$ cat config.mk
export PLATFORM = sky130hd
export DESIGN_NAME = ddr_cmd_sched
export DESIGN_NICKNAME = d
export VERILOG_FILES = /design/src/rtl/ddr_sched_pkg.sv /design/src/rtl/ddr_bank_table.sv /design/src/rtl/ddr_refresh_timer.sv /design/src/rtl/ddr_cmd_sched.sv
export SDC_FILE = /design/constraint.sdc
export NUM_CORES = 1
export LEC_CHECK = 0
export CAP_MARGIN = 5
export CORE_UTILIZATION = 32
export CTS_CLUSTER_DIAMETER = 120
export CTS_CLUSTER_SIZE = 40
export DETAILED_ROUTE_END_ITERATION = 8
export SYNTH_ARGS = -nofsm -noshare
export SYNTH_HDL_FRONTEND = slang
export SYNTH_SLANG_ARGS = --single-unit
$ cat constraint.sdc
create_clock -name clk -period 12.2 [get_ports clk]
set_input_delay 3.66 -clock clk [delete_from_list [all_inputs] [get_ports clk]]
set_output_delay 3.66 -clock clk [all_outputs]
set_load 0.02 [all_outputs]
$ cat src/rtl/ddr_sched_pkg.sv
// Shared types for the DDR3 command scheduler.
// Assumes commands are encoded on {ras_n, cas_n, we_n} with cs_n low.
package ddr_sched_pkg;

    typedef enum logic [2:0] {
        CMD_LMR = 3'b000,
        CMD_REF = 3'b001,
        CMD_PRE = 3'b010,
        CMD_ACT = 3'b011,
        CMD_WR  = 3'b100,
        CMD_RD  = 3'b101,
        CMD_NOP = 3'b111
    } ddr_cmd_e;

    typedef enum logic [2:0] {
        ST_LMR,
        ST_IDLE,
        ST_WAIT,
        ST_ACT,
        ST_RW,
        ST_REF
    } sched_st_e;

    // Address bit that selects all banks on a precharge.
    localparam int AP_BIT = 10;

endpackage

$ cat src/rtl/ddr_bank_table.sv
// Open-row table: one valid flag and one row register per bank.
// Lookup is combinational on the requested bank. Updates take effect at the
// next clock edge. A close of all banks wins over any single update.
module ddr_bank_table #(
    parameter int NUM_BANKS = 8,
    parameter int ROW_W     = 14,
    localparam int BA_W     = $clog2(NUM_BANKS)
) (
    input  logic             clk,
    input  logic             rst_n,
    input  logic [BA_W-1:0]  look_bank,
    input  logic [ROW_W-1:0] look_row,
    output logic             look_open,
    output logic             look_hit,
    output logic             any_open,
    input  logic             open_en,
    input  logic             close_en,
    input  logic             close_all,
    input  logic [BA_W-1:0]  upd_bank,
    input  logic [ROW_W-1:0] upd_row
);

    logic [NUM_BANKS-1:0] open_q;
    logic [ROW_W-1:0]     row_q [NUM_BANKS];

    for (genvar b = 0; b < NUM_BANKS; b++) begin : g_bank
        // Track the open state and open row of bank b.
        always_ff @(posedge clk) begin
            if (!rst_n) begin
                open_q[b] <= 1'b0;
                row_q[b]  <= '0;
            end else if (close_all || (close_en && upd_bank == BA_W'(b))) begin
                open_q[b] <= 1'b0;
            end else if (open_en && upd_bank == BA_W'(b)) begin
                open_q[b] <= 1'b1;
                row_q[b]  <= upd_row;
            end
        end
    end

    // Compare the requested row against the open row of its bank.
    always_comb begin
        look_open = open_q[look_bank];
        look_hit  = look_open && (row_q[look_bank] == look_row);
        any_open  = |open_q;
    end

endmodule

$ cat src/rtl/ddr_refresh_timer.sv
// Refresh interval timer. Raises due once per interval and keeps it raised
// until acknowledged. At most one refresh is held pending.
// Assumes interval >= 2 cycles.
module ddr_refresh_timer #(
    parameter int REFI_W = 16
) (
    input  logic              clk,
    input  logic              rst_n,
    input  logic [REFI_W-1:0] interval,
    input  logic              ack,
    output logic              due
);

    logic [REFI_W-1:0] cnt_q;
    logic              wrap;

    assign wrap = (cnt_q >= interval - REFI_W'(1));

    // Count cycles and latch a pending refresh at each interval end.
    always_ff @(posedge clk) begin
        if (!rst_n) begin
            cnt_q <= '0;
            due   <= 1'b0;
        end else begin
            cnt_q <= wrap ? '0 : cnt_q + REFI_W'(1);
            if (wrap)
                due <= 1'b1;
            else if (ack)
                due <= 1'b0;
        end
    end

endmodule

$ cat src/rtl/ddr_cmd_sched.sv
// DDR3 command scheduler. Serves the head of a decoded access queue with
// precharge/activate/read/write commands, tracks open rows per bank, loads
// the mode register once after reset and inserts periodic refresh.
// Assumes: the queue head is stable until cq_pop; all timing inputs >= 2
// and stable while an access is in flight; ADDR_W > 10 and COL_W <= 10.
// All command outputs are registered.
module ddr_cmd_sched
    import ddr_sched_pkg::*;
#(
    parameter int NUM_BANKS = 8,
    parameter int ROW_W     = 14,
    parameter int COL_W     = 10,
    parameter int ADDR_W    = 14,
    parameter int TW        = 8,
    parameter int REFI_W    = 16,
    parameter int PTR_W     = 5,
    parameter int CNT_W     = 6,
    parameter int MRD_CYC   = 4,
    localparam int BA_W     = $clog2(NUM_BANKS)
) (
    input  logic              clk,
    input  logic              rst_n,
    input  logic              cfg_burst8,
    input  logic [TW-1:0]     cfg_trcd,
    input  logic [TW-1:0]     cfg_trp,
    input  logic [TW-1:0]     cfg_trfc,
    input  logic [REFI_W-1:0] cfg_trefi,
    input  logic              cq_empty,
    input  logic              cq_write,
    input  logic [BA_W-1:0]   cq_bank,
    input  logic [ROW_W-1:0]  cq_row,
    input  logic [COL_W-1:0]  cq_col,
    output logic              cq_pop,
    input  logic [CNT_W-1:0]  wdq_count,
    input  logic [CNT_W-1:0]  rdq_free,
    output logic              wdq_pop,
    output logic              rdq_push,
    output logic [PTR_W-1:0]  wdq_rd_ptr,
    output logic [PTR_W-1:0]  rdq_wr_ptr,
    output logic              ddr_cs_n,
    output logic              ddr_ras_n,
    output logic              ddr_cas_n,
    output logic              ddr_we_n,
    output logic [BA_W-1:0]   ddr_ba,
    output logic [ADDR_W-1:0] ddr_addr
);

    localparam logic [TW-1:0] MRD_WAIT = TW'(MRD_CYC - 1);

    sched_st_e         state_q, nxt_state, ret_q, nxt_ret;
    logic [TW-1:0]     wait_q, nxt_wait;
    ddr_cmd_e          cmd_q, nxt_cmd;
    logic [BA_W-1:0]   ba_q, nxt_ba;
    logic [ADDR_W-1:0] addr_q, nxt_addr;
    logic              bl8_q, nxt_bl8;
    logic              pop_q, wpop_q, rpush_q;
    logic              nxt_pop, nxt_wpop, nxt_rpush;
    logic [PTR_W-1:0]  wptr_q, rptr_q;

    logic look_open, look_hit, any_open;
    logic tbl_open, tbl_close, tbl_close_all;
    logic ref_due, ref_ack;

    logic [CNT_W-1:0] beats;
    logic [PTR_W-1:0] ptr_step;
    logic [TW-1:0]    rw_gap;
    logic             data_ready;

    ddr_bank_table #(
        .NUM_BANKS (NUM_BANKS),
        .ROW_W     (ROW_W)
    ) i_bank_table (
        .clk       (clk),
        .rst_n     (rst_n),
        .look_bank (cq_bank),
        .look_row  (cq_row),
        .look_open (look_open),
        .look_hit  (look_hit),
        .any_open  (any_open),
        .open_en   (tbl_open),
        .close_en  (tbl_close),
        .close_all (tbl_close_all),
        .upd_bank  (cq_bank),
        .upd_row   (cq_row)
    );

    ddr_refresh_timer #(
        .REFI_W (REFI_W)
    ) i_refresh_timer (
        .clk      (clk),
        .rst_n    (rst_n),
        .interval (cfg_trefi),
        .ack      (ref_ack),
        .due      (ref_due)
    );

    // Burst-dependent quantities and data-queue readiness for the head access.
    always_comb begin
        beats      = bl8_q ? CNT_W'(8) : CNT_W'(4);
        ptr_step   = bl8_q ? PTR_W'(8) : PTR_W'(4);
        rw_gap     = bl8_q ? TW'(3) : TW'(1);
        data_ready = cq_write ? (wdq_count >= beats) : (rdq_free >= beats);
    end

    // Sequencing decisions: choose the next command, state and table updates.
    always_comb begin
        nxt_state     = state_q;
        nxt_ret       = ret_q;
        nxt_wait      = wait_q;
        nxt_cmd       = CMD_NOP;
        nxt_ba        = '0;
        nxt_addr      = '0;
        nxt_bl8       = bl8_q;
        nxt_pop       = 1'b0;
        nxt_wpop      = 1'b0;
        nxt_rpush     = 1'b0;
        tbl_open      = 1'b0;
        tbl_close     = 1'b0;
        tbl_close_all = 1'b0;
        ref_ack       = 1'b0;
        unique case (state_q)
            ST_LMR: begin
                nxt_cmd       = CMD_LMR;
                nxt_addr[1:0] = cfg_burst8 ? 2'b00 : 2'b10;
                nxt_bl8       = cfg_burst8;
                nxt_wait      = MRD_WAIT;
                nxt_ret       = ST_IDLE;
                nxt_state     = ST_WAIT;
            end
            ST_IDLE: begin
                if (ref_due) begin
                    if (any_open) begin
                        nxt_cmd          = CMD_PRE;
                        nxt_addr[AP_BIT] = 1'b1;
                        tbl_close_all    = 1'b1;
                        nxt_wait         = cfg_trp - TW'(1);
                        nxt_ret          = ST_REF;
                        nxt_state        = ST_WAIT;
                    end else begin
                        nxt_cmd   = CMD_REF;
                        ref_ack   = 1'b1;
                        nxt_wait  = cfg_trfc - TW'(1);
                        nxt_ret   = ST_IDLE;
                        nxt_state = ST_WAIT;
                    end
                end else if (!cq_empty) begin
                    if (look_hit) begin
                        nxt_state = ST_RW;
                    end else if (look_open) begin
                        nxt_cmd   = CMD_PRE;
                        nxt_ba    = cq_bank;
                        tbl_close = 1'b1;
                        nxt_wait  = cfg_trp - TW'(1);
                        nxt_ret   = ST_ACT;
                        nxt_state = ST_WAIT;
                    end else begin
                        nxt_cmd   = CMD_ACT;
                        nxt_ba    = cq_bank;
                        nxt_addr  = ADDR_W'(cq_row);
                        tbl_open  = 1'b1;
                        nxt_wait  = cfg_trcd - TW'(1);
                        nxt_ret   = ST_RW;
                        nxt_state = ST_WAIT;
                    end
                end
            end
            ST_ACT: begin
                nxt_cmd   = CMD_ACT;
                nxt_ba    = cq_bank;
                nxt_addr  = ADDR_W'(cq_row);
                tbl_open  = 1'b1;
                nxt_wait  = cfg_trcd - TW'(1);
                nxt_ret   = ST_RW;
                nxt_state = ST_WAIT;
            end
            ST_RW: begin
                if (data_ready) begin
                    nxt_cmd                = cq_write ? CMD_WR : CMD_RD;
                    nxt_ba                 = cq_bank;
                    nxt_addr[COL_W-1:0]    = cq_col;
                    nxt_pop                = 1'b1;
                    nxt_wpop               = cq_write;
                    nxt_rpush              = !cq_write;
                    nxt_wait               = rw_gap;
                    nxt_ret                = ST_IDLE;
                    nxt_state              = ST_WAIT;
                end
            end
            ST_REF: begin
                nxt_cmd   = CMD_REF;
                ref_ack   = 1'b1;
                nxt_wait  = cfg_trfc - TW'(1);
                nxt_ret   = ST_IDLE;
                nxt_state = ST_WAIT;
            end
            ST_WAIT: begin
                if (wait_q > TW'(1))
                    nxt_wait = wait_q - TW'(1);
                else
                    nxt_state = ret_q;
            end
            default: nxt_state = ST_IDLE;
        endcase
    end

    // Register state, command outputs, strobes and data-queue pointers.
    always_ff @(posedge clk) begin
        if (!rst_n) begin
            state_q <= ST_LMR;
            ret_q   <= ST_IDLE;
            wait_q  <= '0;
            cmd_q   <= CMD_NOP;
            ba_q    <= '0;
            addr_q  <= '0;
            bl8_q   <= 1'b1;
            pop_q   <= 1'b0;
            wpop_q  <= 1'b0;
            rpush_q <= 1'b0;
            wptr_q  <= '0;
            rptr_q  <= '0;
        end else begin
            state_q <= nxt_state;
            ret_q   <= nxt_ret;
            wait_q  <= nxt_wait;
            cmd_q   <= nxt_cmd;
            ba_q    <= nxt_ba;
            addr_q  <= nxt_addr;
            bl8_q   <= nxt_bl8;
            pop_q   <= nxt_pop;
            wpop_q  <= nxt_wpop;
            rpush_q <= nxt_rpush;
            if (nxt_wpop)
                wptr_q <= wptr_q + ptr_step;
            if (nxt_rpush)
                rptr_q <= rptr_q + ptr_step;
        end
    end

    // Drive the ports from the registered command.
    always_comb begin
        ddr_cs_n                          = (cmd_q == CMD_NOP);
        {ddr_ras_n, ddr_cas_n, ddr_we_n}  = cmd_q;
        ddr_ba                            = ba_q;
        ddr_addr                          = addr_q;
        cq_pop                            = pop_q;
        wdq_pop                           = wpop_q;
        rdq_push                          = rpush_q;
        wdq_rd_ptr                        = wptr_q;
        rdq_wr_ptr                        = rptr_q;
    end

endmodule

==> reports/qor.csv <==
stage;metric;value;unit
routing;drt-total-wl;26.44;mm
sta;period_minus_slack;7324;ps
sta;slew_headroom;0.2008;
cells_and_area;post_route_cells_drive_above_1_share;0.09971;
worst_setup_path;cp-start-kind;input port;
clock_tree;cts_resized;0;
sta;worst_slew_pin_slew;1194;ps
sta;fin_setup_tns;0;ps
sta;fmax;0.1365;GHz
synth;synth_cells;943;
placement;hpwl;18.87;mm
clock_tree;htree_num_levels;4;
floorplanning;core;30670;µm²
floorplanning;die-area;32040;µm²
floorplanning;die_h;179.0;µm
synth;synth_top_area_share;0.3355;
global_route;grt_usage;0.1730;
synth;synthTopCellsByArea;edfxtp_1, dfxtp_1, and2_1;
cells_and_area;fin_nets;1145;
routing;antenna_left;0;
run;maxCapViolCount;0;
global_route;busiest_layer;met2;
worst_setup_path;worstPathRequired;12480;ps
floorplanning;initial_core_util;0.3268;
floorplanning;io_pins;118;
sta;rsz0062_at_grt;no;
cells_and_area;post-route-cell-area;12050;µm²
synth;ys_async_sr_fraction;0;
cells_and_area;diodes;0;
routing;first_pass_iters;5;
floorplanning;num_rows;64;
routing;routed_via_density;5.158;
synth;synthFlopType;edfxtp_1;
clock_tree;clk_pin_slew;80;ps
global_route;grt_util_met2;0.2825;
synth;ys_ff_latch;181;
global_route;grt_max_degree;43;
pwr;leakage;4.536;nW
clock_tree;cts_setup_buffers;0;
synth;synthesis.area;10020;µm²
global_route;globalRouteOverflowTotal;0;
placement;place_area;11440;µm²
hold_path;hp-class;flip-flop to flip-flop;
placement;place.gp.congestion;0.8405;
cells_and_area;utilization;0.3927;
synth;synth.avg_cell_area;10.63;µm²
routing;drtIter0Drc;472;
pwr;ir_worst_vdd;0.1010;mV
pwr;cellPowerDensity;145.3;nW/µm²
sta;setup_viol;0;
sta;clock_skew;13.80;ps
clock_tree;cts_tree;done;
routing;num_vias;7422;
clock_tree;clock_sinks;181;
synth;post-synth-top-area-cell;edfxtp_1;
worst_setup_path;path_class;input port to flip-flop;
synth;ys_seq_area_frac;0.4733;
sta;hold_viol_final;0;
global_route;globalRouteMet1Util;0.2274;
routing;wl_per_cell;18.37;µm
sta;slew_viol_final;0;
floorplanning;die_x;179.0;µm
placement;io_buffers;113;
worst_setup_path;crit_fanout;16;
synth;synth_warnings;0;
worst_setup_path;cp_data_arrival_time;7600;ps
synth;synth_top_cells_by_count;edfxtp_1, and2_1, nor2_1, dfxtp_1, nand2_1;
routing;drc_errors;0;
global_route;antenna_found_initial;0;
global_route;grt_pass1_vias;7415;
clock_tree;clk_latency;450;ps
run_status;status;complete, no violations;
cells_and_area;syn_to_final_growth;20.17;%
global_route;grt_use_met3;0.03711;
clock_tree;numCtsBuffers;17;
synth;yosysMostFrequentCell;edfxtp_1;
worst_setup_path;endpoint_kind;flip-flop;
synth;synthDistinctLibCells;84;
synth;synth-edff-count;112;
clock_tree;clk_path_buf_depth;2;
global_route;grt_pass1_wl;41.70;mm
clock_tree;ctsHoldBuffers;0;
sta;finalCritPeriodShare;0.6004;
clock_tree;clock-root-buffer;clkbuf_16;
## final timing paths
| check | slack [ps] | cells past startpoint | end | from |
|---|---|---|---|---|
| max reg2reg | 8670 | 7 | wait_q[6] | state_q[0] |
| max | 4880 | 14 | i_refresh_timer.cnt_q[13] | cfg_trefi[4] |
| min reg2reg | 500 | 1 | i_refresh_timer.cnt_q[0] | i_refresh_timer.cnt_q[0] |
| min | 500 | 1 | i_refresh_timer.cnt_q[0] | i_refresh_timer.cnt_q[0] |
## state kept, by name, summed over array words and instances, names as in the netlist
signal                 cells
i_bank_table.row_q       112
i_refresh_timer.due        1
ret_q                      3
cmd_q                      3
wait_q                     8
wdq_pop                    1
rdq_wr_ptr                 3
bl8_q                      1
ddr_addr                  14
state_q                    3
i_bank_table.open_q        8
cq_pop                     1
ddr_ba                     3
wdq_rd_ptr                 3
rdq_push                   1
i_refresh_timer.cnt_q     16
## where the power goes
group | internal [W] | switching, W | leakage [nW]
registers | 0.000699 | 0.0000441 | 1.72
clock network | 0.000277 | 0.000276 | 0.290
logic | 0.000204 | 0.000250 | 2.53
total | 0.00118 | 0.000570 | 4.54
## cells in the final DEF (no fill, tap or decap), types with 7 or more instances in the layout
| cell | n |
|---|---|
| o21ai_1 | 7 |
| xor2_1 | 31 |
| buf_4 | 16 |
| ha_1 | 29 |
| nand2_1 | 50 |
| clkdlybuf4s50_1 | 112 |
| a221oi_1 | 8 |
| a21o_1 | 12 |
| inv_1 | 23 |
| o21ai_0 | 22 |
| a21oi_1 | 27 |
| nor3_1 | 23 |
| nor2_1 | 75 |
| nand4_1 | 11 |
| edfxtp_1 | 112 |
| nor4_1 | 8 |
| dfxtp_1 | 69 |
| and2_1 | 102 |
| mux2i_1 | 25 |
| mux2_2 | 13 |
| mux4_2 | 9 |
| and3_1 | 18 |
| nor2b_1 | 11 |
| nand3_1 | 12 |
| xnor2_1 | 34 |
| clkbuf_16 | 17 |
| a22oi_1 | 12 |
| o22ai_1 | 17 |
| nand2b_1 | 13 |
## logic make-up after synthesis
kind of cell	count (synthesis)	share of synthesized area
multiplexers	54	0.07128
other	1	0.0003741
buffers and inverters	89	0.04319
AO/OA/AOI/OAI	158	0.1122
XOR/XNOR	65	0.05680
flip-flops	181	0.4733
AND/OR/NAND/NOR	364	0.2026
adder cells (fa/ha/maj)	31	0.04020
## critical path: stages
cell and delay [ps]:
clkdlybuf4s50_1 440, or3_1 400, nor3_1 260, nor3b_1 300
nand2_1 120, or2_2 310, nor4_1 260, xnor2_1 130
ha_1 310, nand4_1 100, a21oi_1 170, nand2_1 90
o211ai_1 930, nor2_1 120
## area by class of cell
type / count / area [µm²]
clock inverters: 15 / 172.7
inverters: 24 / 92.59
fillers: 2965 / 18620
multi-input cells: 676 / 4857
repair buffers: 130 / 1257
clock buffers: 17 / 425.4
flip-flops and latches: 181 / 4745
well taps: 396 / 495.5
## layer usage
metal  wire (µm)  vias up
li1            -     3580
met2       12580      202
met4         459        0
met5           0        -
met1       11890     3604
met3        1506       36
## through the flow
stage	power, W	instances	setup WS (ps)	hold slack, ps
2_1_floorplan	0.001066	946	5423	441.0
3_3_place_gp	0.001204	1406	4524	470.2
3_5_place_dp	0.001206	1406	4413	488.4
4_1_cts	0.001759	1438	4881	503.1
5_1_grt	0.001839	1439	4423	532.9
6_report	0.001750	1439	4876	495.6
No activity file was read; power rests on OpenSTA's default activity.
